### config.mk
export PLATFORM = sky130hd
export DESIGN_NAME = irq_ctrl_regs
export DESIGN_NICKNAME = d
export VERILOG_FILES = /design/src/rtl/irq_regs_pkg.sv /design/src/rtl/irq_status_bank.sv /design/src/rtl/irq_mask_bank.sv /design/src/rtl/irq_tx_watermark.sv /design/src/rtl/irq_ctrl_regs.sv
export SDC_FILE = /design/constraint.sdc
export NUM_CORES = 1
export LEC_CHECK = 0
export CAP_MARGIN = 5
export CELL_PAD_IN_SITES_DETAIL_PLACEMENT = 1
export CELL_PAD_IN_SITES_GLOBAL_PLACEMENT = 1
export CORE_MARGIN = 5
export CORE_UTILIZATION = 32
export CTS_CLUSTER_DIAMETER = 200
export DETAILED_ROUTE_END_ITERATION = 8
export HOLD_SLACK_MARGIN = 0.1
export PLACE_DENSITY = 0.88
export SLEW_MARGIN = 30
export SYNTH_ARGS = -nofsm -noshare
export SYNTH_HDL_FRONTEND = slang
export SYNTH_SLANG_ARGS = --single-unit
### constraint.sdc
create_clock -name clk -period 4.4 [get_ports clk]
set_input_delay 1.32 -clock clk [delete_from_list [all_inputs] [get_ports clk]]
set_output_delay 1.32 -clock clk [all_outputs]
set_load 0.05 [all_outputs]
### src/rtl/irq_regs_pkg.sv
package irq_regs_pkg;
  localparam int IRQ_W = 7;

  localparam logic [7:0] OFS_STATUS  = 8'h04;
  localparam logic [7:0] OFS_ENABLE  = 8'h08;
  localparam logic [7:0] OFS_DISABLE = 8'h0C;
  localparam logic [7:0] OFS_MASK    = 8'h10;
  localparam logic [7:0] OFS_WMARK   = 8'h28;

  localparam int BIT_MODE_FAULT = 1;
  localparam int BIT_TX_BELOW   = 2;
  localparam int BIT_TX_FULL    = 3;
  localparam int BIT_RX_AVAIL   = 4;
endpackage

### src/rtl/irq_status_bank.sv
module irq_status_bank #(
  parameter int W = 7
) (
  input  logic         clk,
  input  logic         rst_n,
  input  logic [W-1:0] evt,
  input  logic         clr_we,
  input  logic [W-1:0] clr_bits,
  output logic [W-1:0] status_o
);
  logic [W-1:0] clr_eff;
  assign clr_eff = clr_we ? clr_bits : '0;

  always_ff @(posedge clk or negedge rst_n) begin
    if (!rst_n) status_o <= '0;
    else        status_o <= (status_o & ~clr_eff) | evt;
  end

  // a bit cleared with no competing event is gone after the edge
  p_w1c_r3: assert property (@(posedge clk) disable iff (!rst_n)
    clr_we |=> ((status_o & $past(clr_bits & ~evt)) == '0));

  // every active source is visible in status after the edge
  p_event_sets_r4: assert property (@(posedge clk) disable iff (!rst_n)
    $past(rst_n) |-> ((status_o & $past(evt)) == $past(evt)));
endmodule

### src/rtl/irq_mask_bank.sv
module irq_mask_bank #(
  parameter int W = 7
) (
  input  logic         clk,
  input  logic         rst_n,
  input  logic         set_we,
  input  logic         clr_we,
  input  logic [W-1:0] wbits,
  output logic [W-1:0] mask_o
);
  logic [W-1:0] set_eff, clr_eff;
  assign set_eff = set_we ? wbits : '0;
  assign clr_eff = clr_we ? wbits : '0;

  always_ff @(posedge clk or negedge rst_n) begin
    if (!rst_n) mask_o <= '0;
    else        mask_o <= (mask_o | set_eff) & ~clr_eff;
  end

  // enable writes set exactly the chosen bits, others unchanged
  p_enable_set_r5: assert property (@(posedge clk) disable iff (!rst_n)
    set_we |=> (mask_o == ($past(mask_o) | $past(wbits))));

  // disable writes clear exactly the chosen bits
  p_disable_clr_r5: assert property (@(posedge clk) disable iff (!rst_n)
    clr_we |=> (mask_o == ($past(mask_o) & ~$past(wbits))));

  // no write, no change
  p_mask_hold_r5: assert property (@(posedge clk) disable iff (!rst_n)
    (!set_we && !clr_we) |=> $stable(mask_o));
endmodule

### src/rtl/irq_tx_watermark.sv
module irq_tx_watermark #(
  parameter int LVL_W = 8,
  parameter logic [LVL_W-1:0] RST_VAL = 1
) (
  input  logic             clk,
  input  logic             rst_n,
  input  logic             we,
  input  logic [LVL_W-1:0] wdata,
  input  logic [LVL_W-1:0] level_i,
  output logic [LVL_W-1:0] wm_o,
  output logic             below_o
);
  always_ff @(posedge clk or negedge rst_n) begin
    if (!rst_n)  wm_o <= RST_VAL;
    else if (we) wm_o <= wdata;
  end

  assign below_o = level_i < wm_o;

  // the watermark only moves on a write to it
  p_wm_hold_r8: assert property (@(posedge clk) disable iff (!rst_n)
    !we |=> $stable(wm_o));
endmodule

### src/rtl/irq_ctrl_regs.sv
module irq_ctrl_regs
  import irq_regs_pkg::*;
#(
  parameter int ADDR_W = 8,
  parameter int DATA_W = 32,
  parameter int TXL_W  = 8
) (
  input  logic              clk,
  input  logic              rst_n,
  input  logic              bus_valid,
  input  logic              bus_write,
  input  logic [ADDR_W-1:0] bus_addr,
  input  logic [DATA_W-1:0] bus_wdata,
  output logic              rd_valid,
  output logic [DATA_W-1:0] rd_data,
  input  logic              evt_mode_fault,
  input  logic              tx_full,
  input  logic              rx_not_empty,
  input  logic [TXL_W-1:0]  tx_level,
  output logic              irq
);
  localparam int PAD_IRQ = DATA_W - IRQ_W;
  localparam int PAD_WM  = DATA_W - TXL_W;

  logic wr_req, rd_req;
  assign wr_req = bus_valid &  bus_write;
  assign rd_req = bus_valid & ~bus_write;

  function automatic logic hit(input logic [ADDR_W-1:0] a, input logic [7:0] ofs);
    return a == ADDR_W'(ofs);
  endfunction

  logic we_status, we_enable, we_disable, we_wm;
  assign we_status  = wr_req & hit(bus_addr, OFS_STATUS);
  assign we_enable  = wr_req & hit(bus_addr, OFS_ENABLE);
  assign we_disable = wr_req & hit(bus_addr, OFS_DISABLE);
  assign we_wm      = wr_req & hit(bus_addr, OFS_WMARK);

  logic [IRQ_W-1:0] wbits;
  assign wbits = bus_wdata[IRQ_W-1:0];

  logic unused_wdata_hi;
  assign unused_wdata_hi = ^bus_wdata[DATA_W-1:TXL_W];

  logic [TXL_W-1:0] wm_q;
  logic             tx_below;

  irq_tx_watermark #(.LVL_W(TXL_W), .RST_VAL(TXL_W'(1))) u_wm (
    .clk     (clk),
    .rst_n   (rst_n),
    .we      (we_wm),
    .wdata   (bus_wdata[TXL_W-1:0]),
    .level_i (tx_level),
    .wm_o    (wm_q),
    .below_o (tx_below)
  );

  logic [IRQ_W-1:0] evt;
  always_comb begin
    evt = '0;
    evt[BIT_MODE_FAULT] = evt_mode_fault;
    evt[BIT_TX_BELOW]   = tx_below;
    evt[BIT_TX_FULL]    = tx_full;
    evt[BIT_RX_AVAIL]   = rx_not_empty;
  end

  logic [IRQ_W-1:0] status_q, mask_q;

  irq_status_bank #(.W(IRQ_W)) u_status (
    .clk      (clk),
    .rst_n    (rst_n),
    .evt      (evt),
    .clr_we   (we_status),
    .clr_bits (wbits),
    .status_o (status_q)
  );

  irq_mask_bank #(.W(IRQ_W)) u_mask (
    .clk    (clk),
    .rst_n  (rst_n),
    .set_we (we_enable),
    .clr_we (we_disable),
    .wbits  (wbits),
    .mask_o (mask_q)
  );

  assign irq = |(status_q & mask_q);

  logic [DATA_W-1:0] rd_mux;
  always_comb begin
    rd_mux = '0;
    if (hit(bus_addr, OFS_STATUS))     rd_mux = {{PAD_IRQ{1'b0}}, status_q};
    else if (hit(bus_addr, OFS_MASK))  rd_mux = {{PAD_IRQ{1'b0}}, mask_q};
    else if (hit(bus_addr, OFS_WMARK)) rd_mux = {{PAD_WM{1'b0}}, wm_q};
  end

  always_ff @(posedge clk or negedge rst_n) begin
    if (!rst_n) begin
      rd_valid <= 1'b0;
      rd_data  <= '0;
    end else begin
      rd_valid <= rd_req;
      if (rd_req) rd_data <= rd_mux;
    end
  end

  // read strobe exactly one cycle after a read request, never otherwise
  p_rd_resp_r1: assert property (@(posedge clk) disable iff (!rst_n)
    rd_req |=> rd_valid);
  p_no_spurious_r1: assert property (@(posedge clk) disable iff (!rst_n)
    !rd_req |=> !rd_valid);

  // register reads other than the watermark carry no upper bits
  p_upper_zero_r2: assert property (@(posedge clk) disable iff (!rst_n)
    (rd_valid && $past(bus_addr) != ADDR_W'(OFS_WMARK)) |-> (rd_data[DATA_W-1:IRQ_W] == '0));

  // irq needs an enabled bit, and only a write can drop it
  p_irq_needs_mask_r6: assert property (@(posedge clk) disable iff (!rst_n)
    irq |-> (mask_q != '0));
  p_irq_hold_r6: assert property (@(posedge clk) disable iff (!rst_n)
    (irq && !wr_req) |=> irq);
endmodule

Yosys cells after proc, flatten, opt, wreduce, memory -nomap -nowiden
Cells that the tools add are included.

operators by class
  multipliers = 0
  divide/modulo/power cells = 0
  shift-type cells = 0
  bitwise gates (word level) = 14
  reductions and logical operators = 1
  mux-type cells = 6
  order comparisons = 1
  equality and inequality tests = 5
  $add $sub $neg = 0

operators with widths
  kind                                                                    number
  8-bit two-way mux                                                       3
  7-bit bitwise AND                                                       3
  7-bit two-way mux                                                       3
  8-bit by 4-bit equality test with 1-bit output (second input constant)  2
  7-bit inverter                                                          2
  8-bit by 3-bit equality test with 1-bit output (second input constant)  1
  8-bit by 5-bit equality test with 1-bit output (second input constant)  1
  8-bit by 6-bit equality test with 1-bit output (second input constant)  1
  8-bit less-than comparator                                              1
  7-bit by 5-bit bitwise OR with 7-bit output                             1
  7-bit bitwise OR                                                        1
  7-bit OR reduction                                                      1
  1-bit bitwise AND                                                       6
  1-bit inverter                                                          1

word-level totals
  word-level logic and storage cells = 32
  flip-flop bits (word level) = 55
  memories kept = 0
  bits in latches = 0
  output and inout bits = 34
  memory bits (read-only) = 0
  memory bits (writable) = 0
  bits of input ports = 55

Depth between registers and ports, before layout
Gate-level depths: netlist of run 1.

  depth after elaboration = 6
  depth in mapped cells = 6
  depth with buffers taken out = 6

Hierarchy
A second synthesis of run 1 with hierarchy kept.

second synthesis, totals
  cell total of the unflattened synthesis = 178
  area, all modules = 1729.2 um2

modules (own cells, without submodules)
  module            cells each  area each (um2)  instances  sequential area each (um2)
  irq_ctrl_regs     87          774.5            1          225.2
  irq_tx_watermark  49          455.4            1          201.4
  irq_status_bank   21          254.0            1          175.2
  irq_mask_bank     21          245.2            1          175.2

Worst setup path before layout of run 1
OpenSTA, ideal clock, no wires.

  path kind = input to register
  from = in bus_addr[7]
  to = reg u_wm.wm_o[1]
  arrival time = 2684 ps
  buffers on the path = 1
  slack = 1591 ps
  data required time = 4275 ps
  setup time = 125 ps
  stages = 4
  cells stage by stage = or3_1 -> buf_6 -> nor4_4 -> mux2_2

on the way
  cells in the longest elaborated chain, start to end = 2

RTL lines
  element                                         RTL line                source
  start: declaration                              irq_ctrl_regs.sv:12     input logic [ADDR_W-1:0] bus_addr,
  8-bit by 6-bit equality test with 1-bit output  irq_ctrl_regs.sv:30     return a == ADDR_W'(ofs);
  1-bit bitwise AND                               irq_ctrl_regs.sv:37     assign we_wm = wr_req & hit(bus_addr, OFS_WMARK);
  end signal: assignment                          irq_tx_watermark.sv:15  else if (we) wm_o <= wdata;
  end: declaration                                irq_tx_watermark.sv:10  output logic [LVL_W-1:0] wm_o,

No other way between the ends.
A chain may end at the register's enable or synchronous reset.

Worst setup path in the final report of run 1
  from = in bus_addr[4]
  to = reg u_wm.wm_o[2]

The elaborated chain is that of the path after synthesis.

==> results of run 1 <==
-- path summary, 6_finish.rpt --
check	startpoint	end	slack [ns]	cells after the start
min in group asynchronous	rst_n	u_wm.wm_o[7]	1.45	2
setup reg to reg	u_wm.wm_o[3]	u_status.status_o[2]	2.77	6
hold / removal	rd_data[7]	rd_data[7]	0.47	2
setup / recovery	bus_addr[4]	u_wm.wm_o[2]	1.07	4
hold reg to reg	rd_data[7]	rd_data[7]	0.47	2
max in group asynchronous	rst_n	u_wm.wm_o[0]	2.63	2
-- per-stage QoR --
step	utilization [%]	cell area (um2)	power [mW]	hold slack, ns	setup WS, ns
2_1_floorplan	-	1930	0.435	0.473	1.59
3_3_place_gp	40.2	2230	0.480	0.450	0.788
3_5_place_dp	40.2	2230	0.485	0.466	0.734
4_1_cts	41.6	2310	0.698	0.480	1.03
5_1_grt	41.6	2310	0.721	0.508	0.997
6_report	41.6	2310	0.693	0.472	1.07
-- cell usage after synthesis (2+ instances only) --
cell,number
a211oi_1,7
a21boi_0,3
a21o_1,4
a21oi_1,22
a22oi_1,2
and4_1,7
buf_4,24
clkbuf_1,3
dfrtp_1,30
ha_1,7
inv_1,10
mux2_2,8
nand2_1,8
nand2b_1,3
nand3_1,3
nor2_1,11
nor3_1,8
nor4_4,2
o21ai_0,9
-- flip-flops by register name (all words and copies together), names as in the netlist --
register	flops
u_mask.mask_o	7
rd_valid	1
u_status.status_o	7
rd_data	8
u_wm.wm_o	8
-- power groups by stage --
stage	clock, mW	combinational (mW)	sequential, mW
after detailed placement	0	0.175	0.311
after global placement	0	0.170	0.309
final	0.214	0.174	0.305
after floorplan	0	0.0984	0.336
after global routing	0.228	0.186	0.306
after CTS	0.218	0.175	0.305
-- critical path, delay by kind of cell --
kind	cells	cell delay (ns)
buffers and inverters	1	0.51
AND/OR/NAND/NOR	2	1.25
multiplexers	1	0.41
-- placed cells by master, fill, tap and decap left out, types with 3 or more instances in the layout --
cell type        synthesis  routed
clkdlybuf4s50_1          0      40
dfrtp_1                 30      30
conb_1                   1      24
a21oi_1                 22      22
nor2_1                  11      11
inv_1                   10      10
o21ai_0                  9       9
nand2_1                  8       8
nor3_1                   8       8
mux2_2                   8       8
and4_1                   7       7
a211oi_1                 7       7
ha_1                     7       7
clkbuf_8                 0       5
a21o_1                   4       4
nand2b_1                 3       3
a21boi_0                 3       3
nand3_1                  3       3
-- cells by family after synthesis --
kind of cell | after synthesis | share of synthesized area (%)
AOI/OAI and AO/OA | 51 | 16.9
adders and majority gates | 7 | 4.75
buffers and inverters | 39 | 13.2
DFF | 31 | 42.1
muxes | 8 | 4.88
other | 1 | 0.203
and+or+nand+nor | 49 | 17.9
-- layout make-up --
cell class / count / area, um2 / area share [%]
Multi-Input combinational cell: 139 / 910 / 39.4
Sequential cell: 31 / 777 / 33.7
Timing Repair Buffer: 41 / 408 / 17.7
Tap cell: 72 / 90.1 / 3.90
Clock buffer: 7 / 76.3 / 3.31
Inverter: 11 / 41.3 / 1.79
Clock inverter: 1 / 5.00 / 0.217
-- layer usage --
layer  track usage, %  wire length (um)  vias up
met2             21.9              2270       54
met1             16.6              1980      739
li1                 -                 -      709
met4             3.17                40        0
met3             4.03               360        7
met5                0                 0        -
==> run_results.csv, run 1 <==
group,metric,value,unit
drt,wirelength,4.66,mm
power,ir_worst_vdd,111,uV
clock_tree,clk_path_buf_depth,2,
floorplanning,fp.dieH,85.9,um
global_route,grt_pass1_wl,7.69,mm
drt,dr.pass1.iters,4,
sta,slew_violations,0,
synth,synth_seq_cells,31,
clock_tree,clk_latency,0.28,ns
sta,fin_setup_tns,0,ns
global_route,grt_max_degree,32,
synth,synth_edf_count,0,
synth,synth_area_leaders,"dfrtp_1 (41%), buf_4 (9.8%), a21oi_1 (6.0%), mux2_2 (4.9%), ha_1 (4.7%)",
worst_setup_path,crit_chain,"clkdlybuf4s50_1 > or3_1 > nor4_4 > mux2_2",
power,combPwrFrac,25.1,%
clock_tree,cts-root-buf,"clkbuf_8",
clock_tree,cts_tree,"built",
clock_tree,clkTransAtPathRegs,0.06,ns
sta,worstMarginPinSlew,0.713,ns
power,p_leak,0.964,nW
synth,synth_area,1840,um2
cells_and_area,instances_no_fill,302,
outcome,status,"finished clean",
power,p_int,463,uW
power,seq_power_share,44.0,%
floorplanning,io_pins,89,
drt,vias,1509,
global_route,overflow,0,
synth,synth_seq_area_share,42.1,%
power,p_per_area,300,nW/um2
worst_setup_path,cp_max_fo,8,
power,swShare,33.2,%
worst_setup_path,cp-end-kind,"flop",
run,cap_violations,0,
synth,synth_area_per_cell,9.92,um2
worst_setup_path,crit_slowest_cell,"nor4_4",
sta,setup_viol_count_final,0,
floorplanning,dieArea,7380,um2
sta,fmax,300,MHz
sta,period_share,75.7,%
clock_tree,cts_made_buffers,5,
synth,syn_inst,186,
worst_setup_path,start_kind,"input pin",
placed_design,port_buffers,40,
power,clkPwrFrac,30.9,%
cells_and_area,drive_gt1_share,10.0,%
clock_tree,post_cts_resized,0,
synth,yosysWarnings,0,
worst_setup_path,max_stage_delay,0.71,ns
clock_tree,cts_setup_buffers,0,
sta,rsz0062_at_grt,"false",
placed_design,gp_congestion,0.808,
sta,period_needed,3.33,ns
worst_setup_path,worstSetupPathType,"input pin to flop",
sta,clock-skew-final,0.00238,ns
floorplanning,die_w,85.9,um
global_route,grt_usage,13.2,%
synth,async_reset_ff_share,100,%
drt,wl_per_cell,15.4,um
synth,synth_largest_area_cell,"dfrtp_1",
clock_tree,htreeDepth,2,
drt,drc,0,
synth,yosys.cell_types.count,34,
placed_design,place_hpwl,3.80,mm
cells_and_area,final_nets,291,
hold_path,hold_path.class,"flop to flop",
cells_and_area,num-fill-cells,660,
floorplanning,core-area,5540,um2
synth,synth_ff_type,"dfrtp_1",
global_route,grt_antenna_before_repair,0,
drt,detail-route-antenna-nets,0,
clock_tree,clkSinkCount,31,
drt,drt_iter0_drc,70,
global_route,grt_pass1_vias,1590,
drt,vias_per_cell,5.00,
sta,slew_headroom,52.1,%
floorplanning,start_util,33.3,%
worst_setup_path,worstPathRequired,4.57,ns
cells_and_area,antenna_cells,0,
worst_setup_path,worstPathArrival,3.50,ns
placed_design,dp_cells,294,
power,switchingPower,230,uW
synth,synth_top_area_share,40.7,%
floorplanning,rows,27,
cells_and_area,syn2layout_area_growth,25.1,%
sta,hold_violations,0,
clock_tree,postCtsHoldBufs,0,
(Power assumes the default switching activity.)
==> inputs of run 2 (changes only) <==
--- a/config.mk
+++ b/config.mk
@@ -9,11 +9,11 @@
 export CELL_PAD_IN_SITES_DETAIL_PLACEMENT = 1
 export CELL_PAD_IN_SITES_GLOBAL_PLACEMENT = 1
 export CORE_MARGIN = 5
-export CORE_UTILIZATION = 32
+export CORE_UTILIZATION = 27
 export CTS_CLUSTER_DIAMETER = 200
 export DETAILED_ROUTE_END_ITERATION = 8
 export HOLD_SLACK_MARGIN = 0.1
-export PLACE_DENSITY = 0.88
+export PLACE_DENSITY = 0.79
 export SLEW_MARGIN = 30
 export SYNTH_ARGS = -nofsm -noshare
 export SYNTH_HDL_FRONTEND = slang
==> constraint.sdc (replaced) <==
create_clock -name clk -period 2.7 [get_ports clk]
set_input_delay 0.81 -clock clk [delete_from_list [all_inputs] [get_ports clk]]
set_output_delay 0.81 -clock clk [all_outputs]
set_load 0.05 [all_outputs]
==> run_results.csv, run 2 (synthesis gave the netlist of run 1 again) <==
group,metric,value,unit
worst_setup_path,cp-startpoint,"u_status.status_o[6]",
global_route,grt_antenna_before_repair,0,
drt,dr.pass1.iters,4,
worst_setup_path,max_stage_delay,0.46,ns
worst_setup_path,cp-end-kind,"output pin",
sta,period_share,91.9,%
clock_tree,cts-root-buf,"clkbuf_8",
sta,clock-skew-final,0.00668,ns
power,switchingPower,382,uW
global_route,grt_pass1_vias,1621,
cells_and_area,drive_gt1_share,14.9,%
cells_and_area,multi_input_area,910,um2
worst_setup_path,crit_buf_inv,1,
global_route,grt_pass1_wl,7.96,mm
cells_and_area,final_common_cell,"clkdlybuf4s50_1",
floorplanning,die_w,92.6,um
floorplanning,dieArea,8580,um2
floorplanning,core-area,6720,um2
global_route,grt_use_met3,2.68,%
cells_and_area,final_cell_mix,"clkdlybuf4s50_1 (39), dfrtp_1 (30), conb_1 (24)",
placed_design,placed_area,2330,um2
power,p_leak,1.04,nW
clock_tree,cts_made_buffers,5,
drt,wirelength,4.88,mm
floorplanning,rows,30,
global_route,overflow,0,
sta,slew_violations,0,
power,clkPwrFrac,37.5,%
sta,setup_ws,0.219,ns
global_route,met2_usage,20.4,%
outcome,status,"finished clean",
hold_path,min_from,"rd_data[7]",
run,cap_violations,0,
global_route,top_usage_layer,"met2",
worst_setup_path,crit_chain,"a222oi_1 > nand3_1 > dlygate4sd2_1",
sta,slew_headroom,65.6,%
sta,rsz0062_at_grt,"false",
worst_setup_path,worst-path-stages,3,
sta,worstMarginPinSlew,0.514,ns
power,ir_worst_vdd,237,uV
floorplanning,start_util,27.4,%
clock_tree,clkTransAtPathRegs,0.06,ns
power,finalPower,1.26,mW
sta,period_needed,2.48,ns
cells_and_area,regArea,777,um2
global_route,grt_usage,11.6,%
floorplanning,fp.dieH,92.6,um
cells_and_area,final_cell_area,2450,um2
worst_setup_path,start_kind,"flop",
cells_and_area,final_nets,302,
worst_setup_path,worstPathRequired,1.89,ns
sta,fmax,403,MHz
global_route,grt_max_degree,32,
hold_path,min_path_cells,2,
drt,wl_per_cell,15.2,um
worst_setup_path,worstPathArrival,1.67,ns
hold_path,hold_path.class,"flop to flop",
sta,setup_viol_count_final,0,
clock_tree,clk_path_buf_depth,2,
worst_setup_path,cp_max_fo,3,
sta,hold_violations,0,
cells_and_area,reg_top3,"rd_data (8), u_wm.wm_o (8)",
clock_tree,clkSinkCount,31,
worst_setup_path,worstSetupPathType,"flop to output pin",
clock_tree,cts_tree,"built",
clock_tree,htreeDepth,2,
drt,detail-route-antenna-nets,0,
placed_design,pre_cts_slack,-0.0633,ns
worst_setup_path,crit_family,"buffers and inverters",
power,seq_power_share,39.5,%
cells_and_area,num-fill-cells,779,
power,p_int,876,uW
drt,drc,0,
cells_and_area,antenna_cells,0,
power,p_per_area,514,nW/um2
floorplanning,io_pins,89,
drt,drt_iter0_drc,76,
global_route,grt_use_met1,14.4,%
worst_setup_path,crit_slowest_cell,"dlygate4sd2_1",
placed_design,port_buffers,40,
worst_setup_path,reg2reg_from,"u_wm.wm_o[3]",
cells_and_area,syn2layout_area_growth,32.7,%
cells_and_area,finish.utilization,36.4,%
drt,vias_per_cell,4.80,
placed_design,place_hpwl,4.00,mm
power,swShare,30.3,%
placed_design,gp_congestion,0.788,
worst_setup_path,rr_worst_depth,6,
clock_tree,clk_latency,0.28,ns
power,combPwrFrac,23.0,%
drt,vias,1540,
run 2: worst paths after layout:
check / endpoint / slack [ns]
min: rd_data[7] / 0.47
max in group asynchronous: u_wm.wm_o[0] / 1.46
min reg2reg: rd_data[7] / 0.47
max: irq / 0.22
max reg2reg: u_status.status_o[2] / 1.14
min in group asynchronous: u_status.status_o[0] / 0.92
run 2: metal layers:
| layer | wire (um) | share of wire (%) |
|---|---|---|
| met2 | 2420 | 50 |
| met5 | 0 | 0 |
| met4 | 31 | 0.64 |
| met3 | 275 | 5.6 |
| met1 | 2140 | 44 |
run 2: worst reg2reg max path, cell delays in order, from the launching register on:
cell     delay, ns
dfrtp_1       0.38
inv_1         0.06
ha_1          0.26
o21a_1        0.11
o21ai_0       0.07
a221o_1       0.35
a22o_1        0.22
run 2: what timing repair did:
| action | in CTS | in global routing |
|---|---|---|
| hold buffers | 0 | 0 |
| resized for setup | 1 | 0 |
| buffers inserted | 0 | 0 |
| endpoints found under the setup margin | 1 | 0 |
run 2: layout make-up:
cell class / count / share of cell area [%]
repair buffers: 52 / 20.5
clock inverters: 2 / 1.43
flip-flops and latches: 31 / 31.7
multi-input cells: 139 / 37.2
clock buffers: 6 / 3.37
well taps: 80 / 4.09
inverters: 11 / 1.69
run 2: per-stage QoR:
| step | std cells | setup TNS [ns] | hold slack (ns) |
|---|---|---|---|
| detailed placement | 313 | -0.565 | 0.472 |
| global route | 321 | 0 | 0.518 |
| finish | 321 | 0 | 0.471 |
| floorplan | 209 | 0 | 0.473 |
| CTS | 321 | 0 | 0.484 |
| global placement | 313 | -0.0954 | 0.463 |
run 2: power by group through the flow:
stage	Clock [mW]	Sequential [mW]	Combinational, mW
4_1_cts	0.481	0.497	0.291
6_report	0.472	0.497	0.289
2_1_floorplan	0	0.548	0.160
3_3_place_gp	0	0.505	0.286
3_5_place_dp	0	0.506	0.292
5_1_grt	0.505	0.499	0.308
